<file path="config.mk">
export PLATFORM = sky130hd
export DESIGN_NAME = region_firewall
export DESIGN_NICKNAME = d
export VERILOG_FILES = /design/src/rtl/region_fw_pkg.sv /design/src/rtl/region_fw_ctrl.sv /design/src/rtl/region_fw_port_check.sv /design/src/rtl/region_fw_datapath.sv /design/src/rtl/region_firewall.sv
export SDC_FILE = /design/constraint.sdc
export NUM_CORES = 2
export LEC_CHECK = 0
export ABC_AREA = 1
export CORE_ASPECT_RATIO = 0.9
export CORE_UTILIZATION = 30
export CTS_CLUSTER_DIAMETER = 80
export DETAILED_ROUTE_END_ITERATION = 10
export PLACE_DENSITY_LB_ADDON = 0.25
export SKIP_LAST_GASP = 1
export SLEW_MARGIN = 20
export SYNTH_ARGS = -nofsm -noshare
export SYNTH_HDL_FRONTEND = slang
export SYNTH_SLANG_ARGS = --single-unit
</file>
<file path="constraint.sdc">
create_clock -name clk -period 8.2 [get_ports clk]
set_input_delay 2.46 -clock clk [delete_from_list [all_inputs] [get_ports clk]]
set_output_delay 2.46 -clock clk [all_outputs]
set_load 0.01 [all_outputs]
</file>
<file path="src/rtl/region_fw_pkg.sv">
package region_fw_pkg;

  localparam int unsigned CfgRegionW = 4;
  localparam int unsigned PageW      = 22;

  typedef enum logic [1:0] {
    FLD_START  = 2'd0,
    FLD_END    = 2'd1,
    FLD_RIGHTS = 2'd2,
    FLD_CTRL   = 2'd3
  } cfgField_e;

  // Strobes from control to datapath
  typedef struct packed {
    logic                  shadowWr;
    cfgField_e             field;
    logic [CfgRegionW-1:0] region;
    logic                  commit;
    logic [1:0]            shift;
    logic [31:0]           data;
  } fwStrobes_t;

  // Boundary register -> page number in the firewall space
  function automatic logic [PageW-1:0] regToPage(input logic [31:0] value,
                                                 input logic [1:0]  shift);
    logic [PageW-1:0] pg;
    case (shift)
      2'd0:    pg = {2'b00, value[31:12]};
      2'd1:    pg = {1'b0, value[31:11]};
      default: pg = value[31:10];
    endcase
    return pg;
  endfunction

  // Request page with the unused upper bits masked off for the mode
  function automatic logic [PageW-1:0] maskPage(input logic [PageW-1:0] page,
                                                input logic [1:0]       shift);
    logic [PageW-1:0] pg;
    case (shift)
      2'd0:    pg = {2'b00, page[19:0]};
      2'd1:    pg = {1'b0, page[20:0]};
      default: pg = page;
    endcase
    return pg;
  endfunction

endpackage

</file>
<file path="src/rtl/region_fw_ctrl.sv">
module region_fw_ctrl
  import region_fw_pkg::*;
#(
  parameter int unsigned NUM_REGIONS = 8
) (
  input  logic        cfgWrEn,
  input  logic [5:0]  cfgAddr,
  input  logic [31:0] cfgWrData,
  output fwStrobes_t  strb
);

  localparam logic [CfgRegionW:0] RegionLimit = (CfgRegionW+1)'(NUM_REGIONS);

  cfgField_e             field;
  logic [CfgRegionW-1:0] regionSel;
  logic                  regionOk;

  assign field     = cfgField_e'(cfgAddr[1:0]);
  assign regionSel = cfgAddr[5:2];
  assign regionOk  = {1'b0, regionSel} < RegionLimit;

  always_comb begin
    strb          = '0;
    strb.field    = field;
    strb.region   = regionSel;
    strb.data     = cfgWrData;
    strb.shift    = cfgWrData[1:0];
    strb.shadowWr = cfgWrEn && (field != FLD_CTRL) && regionOk;
    strb.commit   = cfgWrEn && (field == FLD_CTRL);
  end

endmodule

</file>
<file path="src/rtl/region_fw_port_check.sv">
module region_fw_port_check
  import region_fw_pkg::*;
#(
  parameter int unsigned NUM_REGIONS = 8,
  parameter int unsigned PORT        = 0,
  parameter int unsigned IDXW        = 3
) (
  input  logic                        clk,
  input  logic                        rstN,
  input  logic [NUM_REGIONS-1:0][31:0] actStart,
  input  logic [NUM_REGIONS-1:0][31:0] actEnd,
  input  logic [NUM_REGIONS-1:0][1:0]  actRights,
  input  logic [1:0]                  actShift,
  input  logic [PageW-1:0]            reqPage,
  input  logic                        reqWrite,
  output logic [IDXW-1:0]             winIdx,
  output logic                        allow
);

  logic [1:0]       effShift;
  logic [PageW-1:0] pg;

  assign effShift = (actShift == 2'd3) ? 2'd2 : actShift;
  assign pg       = maskPage(reqPage, effShift);

  // Ascending scan: a later hit overrides, so the top index wins
  always_comb begin
    logic [PageW-1:0] lo, hi;
    logic             hit;
    winIdx = '0;
    lo     = '0;
    hi     = '0;
    hit    = 1'b0;
    for (int i = 0; i < NUM_REGIONS; i++) begin
      lo  = regToPage(actStart[i], effShift);
      hi  = regToPage(actEnd[i], effShift);
      hit = (i == 0) || (actEnd[i][PORT] && (lo <= pg) && (pg <= hi));
      if (hit) winIdx = IDXW'(i);
    end
  end

  assign allow = reqWrite ? actRights[winIdx][1] : actRights[winIdx][0];

  AST_WINNER_ENABLED: assert property (@(posedge clk) disable iff (!rstN)
    (winIdx != '0) |-> actEnd[winIdx][PORT]);

endmodule

</file>
<file path="src/rtl/region_fw_datapath.sv">
module region_fw_datapath
  import region_fw_pkg::*;
#(
  parameter int unsigned NUM_REGIONS = 8,
  parameter int unsigned NUM_PORTS   = 2,
  parameter int unsigned ID_W        = 4,
  parameter int unsigned IDXW        = 3
) (
  input  logic                             clk,
  input  logic                             rstN,
  input  fwStrobes_t                       strb,
  input  logic [NUM_PORTS-1:0]             reqValid,
  input  logic [NUM_PORTS-1:0][PageW-1:0]  reqPage,
  input  logic [NUM_PORTS-1:0]             reqWrite,
  input  logic [NUM_PORTS-1:0][ID_W-1:0]   reqId,
  output logic [NUM_PORTS-1:0]             rspValid,
  output logic [NUM_PORTS-1:0]             rspAllow,
  output logic [NUM_PORTS-1:0][IDXW-1:0]   rspRegion,
  output logic [NUM_PORTS-1:0][ID_W-1:0]   rspId
);

  logic [NUM_REGIONS-1:0][31:0] shStart, shEnd, actStart, actEnd;
  logic [NUM_REGIONS-1:0][1:0]  shRights, actRights;
  logic [1:0]                   actShift;

  logic [NUM_PORTS-1:0][IDXW-1:0] winIdx;
  logic [NUM_PORTS-1:0]           allowNow;

  // Shadow set: written by configuration
  always_ff @(posedge clk or negedge rstN) begin
    if (!rstN) begin
      shStart  <= '0;
      shEnd    <= '0;
      shRights <= '0;
    end else if (strb.shadowWr) begin
      for (int i = 0; i < NUM_REGIONS; i++) begin
        if (strb.region == CfgRegionW'(i)) begin
          case (strb.field)
            FLD_START:  shStart[i]  <= strb.data;
            FLD_END:    shEnd[i]    <= strb.data;
            FLD_RIGHTS: shRights[i] <= strb.data[1:0];
            default:    ;
          endcase
        end
      end
    end
  end

  // Active set: whole-set copy on commit
  always_ff @(posedge clk or negedge rstN) begin
    if (!rstN) begin
      actStart  <= '0;
      actEnd    <= '0;
      actRights <= '0;
      actShift  <= '0;
    end else if (strb.commit) begin
      actStart  <= shStart;
      actEnd    <= shEnd;
      actRights <= shRights;
      actShift  <= strb.shift;
    end
  end

  for (genvar p = 0; p < NUM_PORTS; p++) begin : g_port
    region_fw_port_check #(
      .NUM_REGIONS (NUM_REGIONS),
      .PORT        (p),
      .IDXW        (IDXW)
    ) u_check (
      .clk       (clk),
      .rstN      (rstN),
      .actStart  (actStart),
      .actEnd    (actEnd),
      .actRights (actRights),
      .actShift  (actShift),
      .reqPage   (reqPage[p]),
      .reqWrite  (reqWrite[p]),
      .winIdx    (winIdx[p]),
      .allow     (allowNow[p])
    );

    AST_RSP_TRACKS_REQ: assert property (@(posedge clk) disable iff (!rstN)
      reqValid[p] |=> rspValid[p]);
    AST_NO_SPURIOUS_RSP: assert property (@(posedge clk) disable iff (!rstN)
      !reqValid[p] |=> (!rspValid[p] && !rspAllow[p]));
  end

  // Result stage
  always_ff @(posedge clk or negedge rstN) begin
    if (!rstN) begin
      rspValid  <= '0;
      rspAllow  <= '0;
      rspRegion <= '0;
      rspId     <= '0;
    end else begin
      for (int p = 0; p < NUM_PORTS; p++) begin
        rspValid[p] <= reqValid[p];
        rspAllow[p] <= reqValid[p] && allowNow[p];
        if (reqValid[p]) begin
          rspRegion[p] <= winIdx[p];
          rspId[p]     <= reqId[p];
        end
      end
    end
  end

  AST_ACTIVE_HOLDS: assert property (@(posedge clk) disable iff (!rstN)
    !strb.commit |=> ($stable(actStart) && $stable(actEnd) &&
                      $stable(actRights) && $stable(actShift)));
  AST_SHADOW_HOLDS: assert property (@(posedge clk) disable iff (!rstN)
    !strb.shadowWr |=> ($stable(shStart) && $stable(shEnd) &&
                        $stable(shRights)));

endmodule

</file>
<file path="src/rtl/region_firewall.sv">
module region_firewall
  import region_fw_pkg::*;
#(
  parameter int unsigned NUM_REGIONS = 8,
  parameter int unsigned NUM_PORTS   = 2,
  parameter int unsigned ID_W        = 4,
  localparam int unsigned IDXW       = (NUM_REGIONS > 1) ? $clog2(NUM_REGIONS) : 1
) (
  input  logic                        clk,
  input  logic                        rstN,
  input  logic                        cfgWrEn,
  input  logic [5:0]                  cfgAddr,
  input  logic [31:0]                 cfgWrData,
  input  logic [NUM_PORTS-1:0]        reqValid,
  input  logic [NUM_PORTS*PageW-1:0]  reqPage,
  input  logic [NUM_PORTS-1:0]        reqWrite,
  input  logic [NUM_PORTS*ID_W-1:0]   reqId,
  output logic [NUM_PORTS-1:0]        rspValid,
  output logic [NUM_PORTS-1:0]        rspAllow,
  output logic [NUM_PORTS*IDXW-1:0]   rspRegion,
  output logic [NUM_PORTS*ID_W-1:0]   rspId
);

  fwStrobes_t strb;

  logic [NUM_PORTS-1:0][PageW-1:0] reqPageArr;
  logic [NUM_PORTS-1:0][ID_W-1:0]  reqIdArr;
  logic [NUM_PORTS-1:0][IDXW-1:0]  rspRegionArr;
  logic [NUM_PORTS-1:0][ID_W-1:0]  rspIdArr;

  assign reqPageArr = reqPage;
  assign reqIdArr   = reqId;
  assign rspRegion  = rspRegionArr;
  assign rspId      = rspIdArr;

  region_fw_ctrl #(
    .NUM_REGIONS (NUM_REGIONS)
  ) u_ctrl (
    .cfgWrEn   (cfgWrEn),
    .cfgAddr   (cfgAddr),
    .cfgWrData (cfgWrData),
    .strb      (strb)
  );

  region_fw_datapath #(
    .NUM_REGIONS (NUM_REGIONS),
    .NUM_PORTS   (NUM_PORTS),
    .ID_W        (ID_W),
    .IDXW        (IDXW)
  ) u_dp (
    .clk       (clk),
    .rstN      (rstN),
    .strb      (strb),
    .reqValid  (reqValid),
    .reqPage   (reqPageArr),
    .reqWrite  (reqWrite),
    .reqId     (reqIdArr),
    .rspValid  (rspValid),
    .rspAllow  (rspAllow),
    .rspRegion (rspRegionArr),
    .rspId     (rspIdArr)
  );

endmodule

</file>
==> impl_metrics.tcl <==
set metrics [dict create \
    status "completed" \
    cts_tree "built" \
    synth_cells 5081 \
    hold_viol 0 \
    cts_num_sinks 696 \
    setup_viol 0 \
    final_layout_size_suffix_gt1_share_pct 8.864 \
    layoutNonFillerInstCount 7128 \
    synth_ff_type "dfrtp_1" \
    fin_skew_ns 0.02887 \
    antenna_found_initial 8 \
    rows 132 \
    overflow 0 \
    slew_headroom_pct 27.31 \
    ys_types 45 \
    cp-start-kind "input port" \
    start_util_pct 30.38 \
    path_cells "clkdlybuf4s50_1, inv_1, ha_1, nand4_1, inv_1, nand2_1, o41ai_1, nand3_1, nand2_1, inv_1, nand2_2, nand3_1, nand3_1, nand3_1, nand2_1, nor2_1" \
    multiInputGateArea_um2 24210 \
    cts-root-buf "clkbuf_16" \
    synth_edf_count 0 \
    hpwlAfterDp_um 107200 \
    syn_nets 5794 \
    critPathMostFrequentCell "nand3_1" \
    die_area_um2 147900 \
    cts_resized 0 \
    wl_met2_um 63860 \
    wl_per_cell_um 20.76 \
    insertion_delay_ns 0.67 \
    critPathCaptureType "flip-flop" \
    die_h_um 364.9 \
    dr.pass1.iters 6 \
    crit_type "in2reg" \
    ys_seq_area_share_pct 39.67 \
    drc 0 \
    grt_max_degree 174 \
    drt_iter0_drc 3472 \
    critical_path_arrival_ns 6.61 \
    synth_warnings 0 \
    rsz0062_at_grt "no" \
    numCtsBuffers 89 \
    post-place-cells 6967 \
    grt_pass1_wl_um 224400 \
    viasPerCell 5.129 \
    powerDensity_nw_per_um2 243.3 \
    ir_drop_mv 0.1486 \
    maxUsedRoutingLayer "met5" \
    postSynth.asyncResetShare_pct 100.0 \
    routed_wl_um 148000 \
    num_io_pins 115 \
    hp-class "reg2reg" \
    cp_slowest_cell "o41ai_1" \
    cp_slowest_stage_delay_ns 0.73 \
    mostFrequentLayoutCells "987 x nand2_1, 695 x dfrtp_1, 616 x ha_1, 521 x a21oi_1, 455 x o21ai_0" \
    cts_hold_buffers 0 \
    nets 5828 \
    core_area_um2 144500 \
    io_buffer_count 106 \
    placed_area_um2 47250 \
    clk_pin_slew_ns 0.06 \
    p_leak_uw 0.02471 \
    max_freq_mhz 165.4 \
    register_area_um2 17420 \
    min_period_ns 6.047 \
    syn_area_um2 43900 \
    area_growth_syn_to_layout_pct 14.76 \
    layout_commonest_cell "nand2_1" \
    worstPathMaxFanout 7 \
    maxSlewViolCount 0 \
    period_share_pct 73.74 \
    final_area_um2 50380 \
    antenna_left 0 \
    ys_seq_elements 696 \
    route.layer.met1.wl_um 72550 \
    path_buf_inv 4 \
    wl_met3_um 7038 \
    critPathTopFamily "simple AND/OR/NAND/NOR gates" \
    n_fill_cell 14933 \
    cts_setup_buffers 0 \
    cap_violations 0 \
    globalplace.congestion 0.8870 \
    die_w_um 405.2 \
    cts_buffer_depth 3 \
    tightest_slew_ns 1.090 \
    setup_tns_ns 0 \
    htreeDepth 3 \
    grtUsageTotal_pct 20.02 \
    grt_pass1_vias 34407 \
    syn_avg_cell_area_um2 8.640 \
    via_count 36562 \
    cp.required_ns 8.76 \
]
## flip-flops by register name, summed over array words and instances, names as in the netlist, 6 cells and up
signal	count
u_dp.shRights	16
u_dp.actStart	154
u_dp.actEnd	168
u_dp.actRights	16
u_dp.shStart	154
u_dp.shEnd	168
u_dp.rspId	8
u_dp.rspRegion	6
## report_power, final
part	internal [uW]	leakage (uW)	total [uW]	switching, uW
sequential	3800	0.00923	4060	265
clock	2580	0.00150	4210	1640
combinational	1430	0.0140	3980	2550
## through the flow
step / hold WS (ns) / worst slack (ns) / utilization [%] / total power, uW
2_1_floorplan: 0.4492 / 3.583 / - / 6678
3_3_place_gp: 0.4552 / 1.429 / 32.69 / 7941
3_5_place_dp: 0.4636 / 1.411 / 32.69 / 8044
4_1_cts: 0.4819 / 2.130 / 34.84 / 12320
5_1_grt: 0.4916 / 2.112 / 34.86 / 13060
6_report: 0.4769 / 2.153 / 34.86 / 12260
## cell type report
cell class | instances | share of cell area (%)
Antenna cell | 7 | 0.03477
Clock buffer | 116 | 4.943
Clock inverter | 38 | 1.227
Inverter | 380 | 2.866
Multi-Input combinational cell | 3768 | 48.06
Sequential cell | 696 | 34.58
Tap cell | 1943 | 4.826
Timing Repair Buffer | 180 | 3.467
## Yosys cell counts (all sizes together), types with 3 or more instances
master | n | area [um2]
o21a | 6 | 45.04
inv | 379 | 1423
o22ai | 200 | 1251
o21bai | 56 | 420.4
dfrtp | 696 | 17420
ha | 616 | 7707
clkbuf | 221 | 829.6
mux2 | 208 | 2342
o211ai | 18 | 135.1
nand3 | 133 | 688.2
nand4 | 64 | 400.4
a211oi | 9 | 67.56
o21ai | 456 | 2286
a21boi | 3 | 22.52
nor4 | 7 | 50.05
nor2 | 332 | 1249
nand2 | 1002 | 3814
buf | 16 | 65.06
a21oi | 524 | 2641
nor3 | 24 | 120.1
o221ai | 79 | 691.9
a22oi | 5 | 37.54
nand3b | 3 | 22.52
a221oi | 3 | 26.28
or3 | 4 | 25.02
a21o | 7 | 52.55
## cells by family (layout without fill, tap and decap cells)
kind of cell / Yosys count / in the layout / synth area share, %
and+or+nand+nor: 1573 / 1573 / 14.57
AOI/OAI and AO/OA: 1371 / 1371 / 17.58
DFF: 696 / 696 / 39.67
buffers and inverters: 617 / 714 / 5.287
adders and majority gates: 616 / 616 / 17.56
muxes: 208 / 208 / 5.335
other: 0 / 7 / 0
## per-layer routing
metal  vias to the layer above  track usage, %
li1                      17856               -
met1                     17600           29.08
met2                       901           30.38
met3                       203           2.845
met4                         2           6.194
met5                         -          0.6173
## worst paths after layout
kind | from | endpoint | slack (ns) | depth (start not counted)
max in group asynchronous | rstN | u_dp.shEnd[53] | 4.89 | 2
min in group asynchronous | rstN | u_dp.actStart[208] | 1.82 | 1
setup / recovery | reqPage[19] | u_dp.rspAllow[0] | 2.15 | 16
setup reg to reg | u_dp.actShift[1] | u_dp.rspAllow[1] | 2.68 | 25
hold reg to reg | u_dp.rspId[6] | u_dp.rspId[6] | 0.48 | 2
hold / removal | u_dp.rspId[6] | u_dp.rspId[6] | 0.48 | 2
## worst reg2reg max path, cell delays in order, from the launching register on
cell	delay (ns)
dfrtp_2	0.43
nor2_4	0.05
buf_12	0.26
inv_6	0.70
buf_4	0.92
o221ai_1	0.41
ha_1	0.38
nand2_1	0.06
nor2_1	0.32
o21ai_0	0.16
nand3_1	0.17
nand3_1	0.09
nand3_1	0.09
nand2_1	0.08
nand3_1	0.11
nand2_1	0.08
nand2_1	0.06
nand2_1	0.15
nand2_2	0.23
nand2_2	0.16
nand2_1	0.12
nand3_1	0.08
nand3_1	0.11
nand3_1	0.08
nand2_1	0.10
nor2_1	0.04
Power figures use the tool's default switching activity.
